`config.mk`:
```
export PLATFORM = sky130hd
export DESIGN_NAME = rx_desc_ring
export DESIGN_NICKNAME = d
export VERILOG_FILES = /design/src/rtl/rxr_pkg.sv /design/src/rtl/rxr_rst_sync.sv /design/src/rtl/rxr_cfg_regs.sv /design/src/rtl/rxr_ring_ptr.sv /design/src/rtl/rxr_ctrl.sv /design/src/rtl/rx_desc_ring.sv
export SDC_FILE = /design/constraint.sdc
export NUM_CORES = 1
export LEC_CHECK = 0
export BUFFER_PORTS_ARGS = -buffer_cell sky130_fd_sc_hd__buf_2
export CAP_MARGIN = 20
export CORE_ASPECT_RATIO = 1.75
export CORE_MARGIN = 2
export CORE_UTILIZATION = 30
export DETAILED_ROUTE_END_ITERATION = 12
export MAX_ROUTING_LAYER = met4
export PLACE_DENSITY = 0.64
export SLEW_MARGIN = 10
export SYNTH_ARGS = -nofsm -noshare
export SYNTH_HDL_FRONTEND = slang
export SYNTH_HIERARCHICAL = 1
export SYNTH_SLANG_ARGS = --single-unit
```
`constraint.sdc`:
```
create_clock -name clk -period 6.32 [get_ports clk]
set_clock_uncertainty 0.1 [all_clocks]
set_input_delay 0.948 -clock clk [delete_from_list [all_inputs] [get_ports clk]]
set_output_delay 0.948 -clock clk [all_outputs]
set_load 0.005 [all_outputs]
```
`src/rtl/rxr_pkg.sv`:
```
package rxr_pkg;

  localparam int RXR_ADDR_W     = 32;
  localparam int RXR_LEN_W      = 16;
  localparam int RXR_DESC_W     = 64;
  localparam int RXR_DESC_BYTES = 8;
  localparam int RXR_RSVD_W     = RXR_DESC_W - 3 - RXR_LEN_W - RXR_ADDR_W;

  typedef enum logic [2:0] {
    ST_IDLE  = 3'd0,
    ST_REQ   = 3'd1,
    ST_WAIT  = 3'd2,
    ST_GRANT = 3'd3,
    ST_WB    = 3'd4
  } rxr_state_e;

  typedef struct packed {
    logic                   empty;
    logic                   wrap;
    logic                   last;
    logic [RXR_RSVD_W-1:0]  rsvd;
    logic [RXR_LEN_W-1:0]   len;
    logic [RXR_ADDR_W-1:0]  addr;
  } rxr_desc_t;

endpackage

```
`src/rtl/rxr_rst_sync.sv`:
```
module rxr_rst_sync (
  input  logic clk,
  input  logic rst_n,
  output logic rst_sync_n
);

  logic [1:0] sync_q;

  always_ff @(posedge clk or negedge rst_n) begin
    if (!rst_n) sync_q <= 2'b00;
    else        sync_q <= {sync_q[0], 1'b1};
  end

  assign rst_sync_n = sync_q[1];

endmodule

```
`src/rtl/rxr_cfg_regs.sv`:
```
module rxr_cfg_regs #(
  parameter int ADDR_W      = rxr_pkg::RXR_ADDR_W,
  parameter int LEN_W       = rxr_pkg::RXR_LEN_W,
  parameter int BASE_ALIGN  = 2,
  parameter int SIZE_ALIGN  = 4
) (
  input  logic              clk,
  input  logic              rst_n,
  input  logic              cfg_we,
  input  logic              cfg_sel,
  input  logic [ADDR_W-1:0] cfg_wdata,
  output logic [ADDR_W-1:0] ring_base,
  output logic [LEN_W-1:0]  buf_size
);

  localparam int BASE_KEEP = ADDR_W - BASE_ALIGN;
  localparam int SIZE_KEEP = LEN_W - SIZE_ALIGN;

  logic [BASE_KEEP-1:0] base_q, base_d;
  logic [SIZE_KEEP-1:0] size_q, size_d;
  logic                 base_en, size_en;

  logic unused_cfg_bits;
  assign unused_cfg_bits = ^{cfg_wdata[BASE_ALIGN-1:0], cfg_wdata[ADDR_W-1:LEN_W],
                             cfg_wdata[SIZE_ALIGN-1:0]};

  always_comb begin
    base_en = cfg_we && !cfg_sel;
    size_en = cfg_we &&  cfg_sel;
    base_d  = cfg_wdata[ADDR_W-1:BASE_ALIGN];
    size_d  = cfg_wdata[LEN_W-1:SIZE_ALIGN];
  end

  always_ff @(posedge clk or negedge rst_n) begin
    if (!rst_n) begin
      base_q <= '0;
      size_q <= '0;
    end else begin
      if (base_en) base_q <= base_d;
      if (size_en) size_q <= size_d;
    end
  end

  assign ring_base = {base_q, {BASE_ALIGN{1'b0}}};
  assign buf_size  = {size_q, {SIZE_ALIGN{1'b0}}};

endmodule

```
`src/rtl/rxr_ring_ptr.sv`:
```
module rxr_ring_ptr #(
  parameter int ADDR_W     = rxr_pkg::RXR_ADDR_W,
  parameter int DESC_BYTES = rxr_pkg::RXR_DESC_BYTES
) (
  input  logic              clk,
  input  logic              rst_n,
  input  logic              enable,
  input  logic [ADDR_W-1:0] ring_base,
  input  logic              adv,
  input  logic              wrap,
  output logic [ADDR_W-1:0] ptr
);

  localparam logic [ADDR_W-1:0] STEP = ADDR_W'(DESC_BYTES);

  logic [ADDR_W-1:0] ptr_q, ptr_d;
  logic              ptr_en;

  always_comb begin
    ptr_en = !enable || adv;
    if (!enable)   ptr_d = ring_base;
    else if (wrap) ptr_d = ring_base;
    else           ptr_d = ptr_q + STEP;
  end

  always_ff @(posedge clk or negedge rst_n) begin
    if (!rst_n)      ptr_q <= '0;
    else if (ptr_en) ptr_q <= ptr_d;
  end

  assign ptr = ptr_q;

endmodule

```
`src/rtl/rxr_ctrl.sv`:
```
module rxr_ctrl
  import rxr_pkg::*;
#(
  parameter int ADDR_W = RXR_ADDR_W,
  parameter int LEN_W  = RXR_LEN_W
) (
  input  logic              clk,
  input  logic              rst_n,
  input  logic              enable,
  input  logic              frame_start,
  input  logic              rd_valid,
  input  rxr_desc_t         rd_desc,
  input  logic              buf_done,
  input  logic              buf_last,
  input  logic [LEN_W-1:0]  buf_count,
  input  logic [LEN_W-1:0]  buf_size,
  output logic              rd_req,
  output logic              wr_req,
  output rxr_desc_t         wr_desc,
  output logic              buf_valid,
  output logic [ADDR_W-1:0] buf_addr,
  output logic [LEN_W-1:0]  buf_len,
  output logic              no_buf,
  output logic              ptr_adv,
  output logic              ptr_wrap
);

  rxr_state_e         st_q, st_d;
  rxr_desc_t          desc_q;
  logic               desc_ld;
  logic               wb_last_q, wb_last_d;
  logic [LEN_W-1:0]   wb_len_q, wb_len_d;
  logic               wb_ld;
  logic               no_buf_q, no_buf_d;

  always_comb begin
    st_d      = st_q;
    desc_ld   = 1'b0;
    wb_ld     = 1'b0;
    no_buf_d  = 1'b0;
    wb_last_d = buf_last;
    wb_len_d  = buf_last ? buf_count : buf_size;
    if (!enable) begin
      st_d = ST_IDLE;
    end else begin
      case (st_q)
        ST_IDLE:  if (frame_start) st_d = ST_REQ;
        ST_REQ:   st_d = ST_WAIT;
        ST_WAIT: begin
          if (rd_valid) begin
            desc_ld = 1'b1;
            if (rd_desc.empty) begin
              st_d = ST_GRANT;
            end else begin
              st_d     = ST_IDLE;
              no_buf_d = 1'b1;
            end
          end
        end
        ST_GRANT: begin
          if (buf_done) begin
            wb_ld = 1'b1;
            st_d  = ST_WB;
          end
        end
        ST_WB:    st_d = wb_last_q ? ST_IDLE : ST_REQ;
        default:  st_d = ST_IDLE;
      endcase
    end
  end

  always_ff @(posedge clk or negedge rst_n) begin
    if (!rst_n) begin
      st_q     <= ST_IDLE;
      no_buf_q <= 1'b0;
    end else begin
      st_q     <= st_d;
      no_buf_q <= no_buf_d;
    end
  end

  always_ff @(posedge clk) begin
    if (desc_ld) desc_q <= rd_desc;
    if (wb_ld) begin
      wb_last_q <= wb_last_d;
      wb_len_q  <= wb_len_d;
    end
  end

  logic unused_desc_last;
  assign unused_desc_last = desc_q.last;

  always_comb begin
    rd_req        = enable && (st_q == ST_REQ);
    buf_valid     = enable && (st_q == ST_GRANT);
    wr_req        = enable && (st_q == ST_WB);
    buf_addr      = desc_q.addr;
    buf_len       = buf_size;
    no_buf        = no_buf_q;
    ptr_adv       = wr_req;
    ptr_wrap      = desc_q.wrap;
    wr_desc       = desc_q;
    wr_desc.empty = 1'b0;
    wr_desc.last  = wb_last_q;
    wr_desc.len   = wb_len_q;
  end

endmodule

```
`src/rtl/rx_desc_ring.sv`:
```
module rx_desc_ring
  import rxr_pkg::*;
#(
  parameter int ADDR_W = RXR_ADDR_W,
  parameter int LEN_W  = RXR_LEN_W,
  parameter int DESC_W = RXR_DESC_W
) (
  input  logic              clk,
  input  logic              rst_n,
  input  logic              enable,
  input  logic              cfg_we,
  input  logic              cfg_sel,
  input  logic [ADDR_W-1:0] cfg_wdata,
  input  logic              frame_start,
  output logic              desc_rd_req,
  output logic [ADDR_W-1:0] desc_addr,
  input  logic              desc_rd_valid,
  input  logic [DESC_W-1:0] desc_rd_data,
  output logic              desc_wr_req,
  output logic [DESC_W-1:0] desc_wr_data,
  output logic              buf_valid,
  output logic [ADDR_W-1:0] buf_addr,
  output logic [LEN_W-1:0]  buf_len,
  input  logic              buf_done,
  input  logic              buf_last,
  input  logic [LEN_W-1:0]  buf_count,
  output logic              no_buf
);

  logic              rst_i_n;
  logic [ADDR_W-1:0] ring_base;
  logic [LEN_W-1:0]  buf_size;
  logic              ptr_adv, ptr_wrap;
  rxr_desc_t         rd_desc, wr_desc;

  assign rd_desc      = rxr_desc_t'(desc_rd_data);
  assign desc_wr_data = DESC_W'(wr_desc);

  rxr_rst_sync u_rst (
    .clk        (clk),
    .rst_n      (rst_n),
    .rst_sync_n (rst_i_n)
  );

  rxr_cfg_regs #(.ADDR_W(ADDR_W), .LEN_W(LEN_W)) u_cfg (
    .clk       (clk),
    .rst_n     (rst_i_n),
    .cfg_we    (cfg_we),
    .cfg_sel   (cfg_sel),
    .cfg_wdata (cfg_wdata),
    .ring_base (ring_base),
    .buf_size  (buf_size)
  );

  rxr_ring_ptr #(.ADDR_W(ADDR_W)) u_ptr (
    .clk       (clk),
    .rst_n     (rst_i_n),
    .enable    (enable),
    .ring_base (ring_base),
    .adv       (ptr_adv),
    .wrap      (ptr_wrap),
    .ptr       (desc_addr)
  );

  rxr_ctrl #(.ADDR_W(ADDR_W), .LEN_W(LEN_W)) u_ctrl (
    .clk         (clk),
    .rst_n       (rst_i_n),
    .enable      (enable),
    .frame_start (frame_start),
    .rd_valid    (desc_rd_valid),
    .rd_desc     (rd_desc),
    .buf_done    (buf_done),
    .buf_last    (buf_last),
    .buf_count   (buf_count),
    .buf_size    (buf_size),
    .rd_req      (desc_rd_req),
    .wr_req      (desc_wr_req),
    .wr_desc     (wr_desc),
    .buf_valid   (buf_valid),
    .buf_addr    (buf_addr),
    .buf_len     (buf_len),
    .no_buf      (no_buf),
    .ptr_adv     (ptr_adv),
    .ptr_wrap    (ptr_wrap)
  );

endmodule

```
Word level (Yosys, flattened, before mapping)
Index checks and enable logic that the tools add are counted.
{ "op_classes": {"addsub": 1, "n_eq_ne": 7, "mux": 20, "reduce_logical": 10} }
{ "ops": {"columns": ["cell", "n"], "rows": [
  ["$mux W32", 2],
  ["$add A32 B4 Y32 const B", 1],
  ["$mux W16", 1],
  ["$pmux W3 S5", 1],
  ["$mux W3", 4],
  ["$mux W1", 11],
  ["$ne A3 B3 Y1 const B", 3],
  ["$eq A3 B2 Y1 const B", 2],
  ["$logic_and A1 B1 Y1", 5],
  ["$eq A3 B1 Y1 const B", 1],
  ["$eq A3 B3 Y1 const B", 1],
  ["$logic_not A3 Y1", 1],
  ["$reduce_and A3 Y1", 1],
  ["$logic_not A1 Y1", 2],
  ["$mux W2", 1],
  ["$logic_or A1 B1 Y1", 1]
]} }
{ "word_totals": {"reg_bits": 143, "output_inout_bits": 148, "elab_cells": 50} }

Depth between registers and ports, before layout
{ "logic_depth": {"depth_word": 4, "mapped_depth": 7, "depth_no_buf": 6} }

By module
Netlist, hierarchy kept.
{ "by_module_without_submodules": {"columns": ["mod", "n_inst", "cells_each", "area_each_um2", "seq_area_each_um2"], "rows": [
  ["rxr_ctrl", 1, 157, 2723.9, 1991.9],
  ["rxr_ring_ptr", 1, 229, 1955.6, 800.8],
  ["rxr_cfg_regs", 1, 97, 1690.4, 1051.0],
  ["rxr_rst_sync", 1, 3, 53.8, 50.0]
]} }

Least setup slack after synthesis
Ideal clock, no wire load.
{ "synth_timing": {"path_type": "input -> register", "start": "in desc_rd_valid", "end": "reg u_ctrl.desc_q, in the netlist u_ctrl/buf_addr[0], enable pin", "setup_time_ps": 408, "t_arrival_ps": 2128, "required_time_ps": 5812, "path_slack_ps": 3684, "path_stages": 1, "n_path_buf": 0, "path_cell_list": "and4_1"} }
{ "synth_via": {"elab_chain_cells": 3} }
{ "synth_lines": {"columns": ["item", "line_no", "text"], "rows": [
  ["from (decl)", "rx_desc_ring.sv:17", "input logic desc_rd_valid,"],
  ["$mux W1", "rxr_ctrl.sv:50", "if (rd_valid) begin"],
  ["$mux W1", "rxr_ctrl.sv:46", "case (st_q)"],
  ["$mux W1", "rxr_ctrl.sv:43", "if (!enable) begin"],
  ["to (signal assigned)", "rxr_ctrl.sv:83", "if (desc_ld) desc_q <= rd_desc;"],
  ["to (decl)", "rxr_ctrl.sv:29", "rxr_desc_t desc_q;"]
]} }
No other way between the ends.
A chain may end at the register's enable or synchronous reset.

Worst setup path in the final report
{ "layout_timing": {"start": "in enable", "end": "reg u_ptr.ptr_q[20] (netlist: u_ptr/ptr[20])"} }
{ "layout_via": {"elab_chain_cells": 2, "elab_cells_between_ends": 4, "cone_classes": "1 x mux; 3 x reduce/logical"} }
{ "layout_lines": {"columns": ["item", "line_no", "text"], "rows": [
  ["from (decl)", "rx_desc_ring.sv:10", "input logic enable,"],
  ["$logic_not A1 Y1 or $logic_and A1 B1 Y1 (tied branches)", null, null],
  ["$logic_or A1 B1 Y1", "rxr_ring_ptr.sv:20", "ptr_en = !enable || adv;"],
  ["to (signal assigned)", "rxr_ring_ptr.sv:28", "else if (ptr_en) ptr_q <= ptr_d;"],
  ["to (decl)", "rxr_ring_ptr.sv:16", "logic [ADDR_W-1:0] ptr_q, ptr_d;"]
]} }
Several ways; a longest one is shown, not always the timed one.

==> impl_metrics.json <==
{
  "crit_chain": "buf_2 > and4bb_2 > nand2b_1 > nand2_1 > o22a_1 > and3_1",
  "dieArea_um2": 22600,
  "muxShareOfSynthArea_pct": 11.2,
  "fin_crit_ps": 3440,
  "wire_per_inst_um": 17.6,
  "drt_wl_total_um": 16700,
  "setup_violations": 0,
  "hold_viol_final": 0,
  "yosys.area_share.adder_pct": 0.195,
  "io_buffers": 244,
  "worst_slew_pin_slew_ps": 1060,
  "power_density_nw_per_um2": 298,
  "ant_nets": 0,
  "vias_per_cell": 4.76,
  "grt_usage_pct": 14.9,
  "drive_gt1_share_pct": 48.8,
  "final.fill_count": 2017,
  "yosys_warnings": 6,
  "p_leak_nw": 3.55,
  "multi_input_area_um2": 1980,
  "crit_slowest_cell": "nand2b_1",
  "cts_sinks": 143,
  "hpwl_um": 12200,
  "path_clk_slew_ps": 60,
  "netlist.area_leader.share_pct": 31.2,
  "die_h_um": 198,
  "syn_inst": 486,
  "critPathArrivalTime_ps": 3650,
  "max_freq_mhz": 290,
  "root_buffer": "clkbuf_16",
  "avgSynthCellArea_um2": 13.2,
  "holdBufCountCts": 0,
  "hold_path_class": "flip-flop to asynchronous set/reset pin",
  "synthArstFlopShare_pct": 55.9,
  "crit_required_ps": 6530,
  "cts_max_level": 4,
  "max_cap_viol_count": 0,
  "synth_top_area_cell": "dfrtp_1",
  "synth-seq-cells": 143,
  "cp.depth": 6,
  "final_cell_mix": "buf_2, dfrtp_1, edfxtp_1",
  "endpoint_kind": "flip-flop",
  "chipWidth_um": 115,
  "ctsResizeCount": 0,
  "nNetsFinal": 803,
  "io_pins": 269,
  "synth_compound_area_share_pct": 8.08,
  "fin_setup_tns_ps": 0,
  "finalInstanceArea_um2": 8070,
  "reg2reg_depth": 5,
  "synth_edf_count": 63,
  "max-vdd-ir-drop_mv": 0.164,
  "slew_headroom_pct": 29.1,
  "period_share_pct": 54.5,
  "clk-insertion-delay-late_ps": 420,
  "drtIter0Drc": 302,
  "drc": 0,
  "fp-row-count": 70,
  "gr-total-overflow": 0,
  "cp-start-kind": "primary input",
  "cts_setup_buffers": 0,
  "path_buf_inv": 1,
  "synthToLayoutAreaGrowth_pct": 25.6,
  "path_max_fanout": 27,
  "regArea_um2": 3900,
  "first_global_vias": 4465,
  "core_um2": 20900,
  "cts_buffer_depth": 2,
  "place_area_um2": 7450,
  "initial_core_util_pct": 30.7,
  "rsz0062_at_grt": "false",
  "synth_area_leaders": "dfrtp_1, edfxtp_1, buf_4, mux2_2, mux2_4",
  "antenna_found_initial": 2,
  "synth-seq-area-share_pct": 60.6,
  "final_common_cell": "buf_2",
  "syn_area_um2": 6420,
  "cts_tree": "built",
  "grt_pass1_wl_um": 24500,
  "synth_cell_type_count": 61,
  "crit_type": "primary input to flip-flop",
  "path_delay_family": "simple AND/OR/NAND/NOR gates",
  "numCtsBuffers": 17,
  "num_vias": 4511,
  "cpPeakStageDelay_ps": 850,
  "synth_top_family_by_area": "multiplexers",
  "detail_route.first_pass.iterations": 4,
  "status": "finished, final reports clean",
  "yosys.area_share.simple_pct": 10.8,
  "drv_slew": 0,
  "synthXorXnorAreaFrac_pct": 0,
  "grt_max_degree": 79,
  "place_congestion": 0.822,
  "ys.flop_type": "dfrtp_1"
}
-- power by group --
group | internal, mW | leakage (nW) | switching (mW)
sequential | 1.06 | 1.51 | 0.0771
clock | 0.614 | 0.275 | 0.366
combinational | 0.153 | 1.77 | 0.135
total | 1.82 | 3.55 | 0.578
-- Yosys cell counts, drive strengths merged, types with 5 or more instances --
| library cell | n |
|---|---|
| dfrtp | 80 |
| buf | 63 |
| edfxtp | 63 |
| mux2 | 60 |
| nand2 | 27 |
| a21oi | 26 |
| nor2 | 20 |
| clkbuf | 15 |
| nand3 | 15 |
| o22ai | 14 |
| and3 | 13 |
| o21ai | 9 |
| a31oi | 5 |
| nand2b | 5 |
| nand4 | 5 |
-- path summary, 6_finish.rpt --
path,to,slack [ps],start
max reg2reg,u_ptr/ptr[20],3160,u_ctrl/st_q[1]
min in group clk,u_rst/sync_q[1],250,u_rst/sync_q[0]
max,u_ptr/ptr[20],2880,enable
min,u_cfg/base_q[13],120,u_rst/sync_q[1]
max in group asynchronous,u_cfg/base_q[1],5420,u_rst/sync_q[1]
min reg2reg,u_cfg/base_q[13],120,u_rst/sync_q[1]
-- cell families after synthesis --
logic type	count (synthesis)
flops	143
fa+ha+maj	1
mux	60
buf+inv	81
compound gates	81
simple gates	117
other cells	3
-- sequential cells by signal, indices dropped and copies added (netlist names) --
register	flops
u_cfg/base_q	30
u_ptr/ptr	32
u_ctrl/st_q	3
u_ctrl/wb_last_q	1
u_ctrl/wb_len_q	16
u_ctrl/buf_addr	32
u_cfg/size_q	12
u_ctrl/wr_desc	13
u_ctrl/ptr_wrap	1
u_ctrl/no_buf	1
u_rst/sync_q	2
-- routing by layer --
layer  global-route usage [%]  share of wire (%)  vias to the layer above
li1                         -                  -                     2117
met1                     15.5                 38                     2203
met2                     25.7                 54                      161
met3                     3.47                4.9                       30
met4                     8.36                3.3                        0
met5                        -                  0                        -
-- stage by stage --
step | instances | hold WS [ps] | setup WS (ps) | power (mW) | utilization [%]
6_report | 948 | 119 | 2880 | 2.40 | 38.5
5_1_grt | 948 | 149 | 2700 | 2.51 | 38.5
4_1_cts | 944 | 169 | 2880 | 2.44 | 38.3
3_5_place_dp | 912 | 241 | 2410 | 1.44 | 35.6
3_3_place_gp | 912 | 238 | 2420 | 1.43 | 35.6
2_1_floorplan | 491 | 231 | 3680 | 1.32 | -
-- cell type report --
cell class	instances	area share, %
Inverter	3	0.140
Tap cell	252	3.91
Timing Repair Buffer	249	16.0
Sequential cell	143	48.3
Clock inverter	9	1.44
Clock buffer	23	5.55
Multi-Input combinational cell	267	24.6
Antenna cell	2	0.0620
Note: power is estimated with default switching activity, not from simulation.
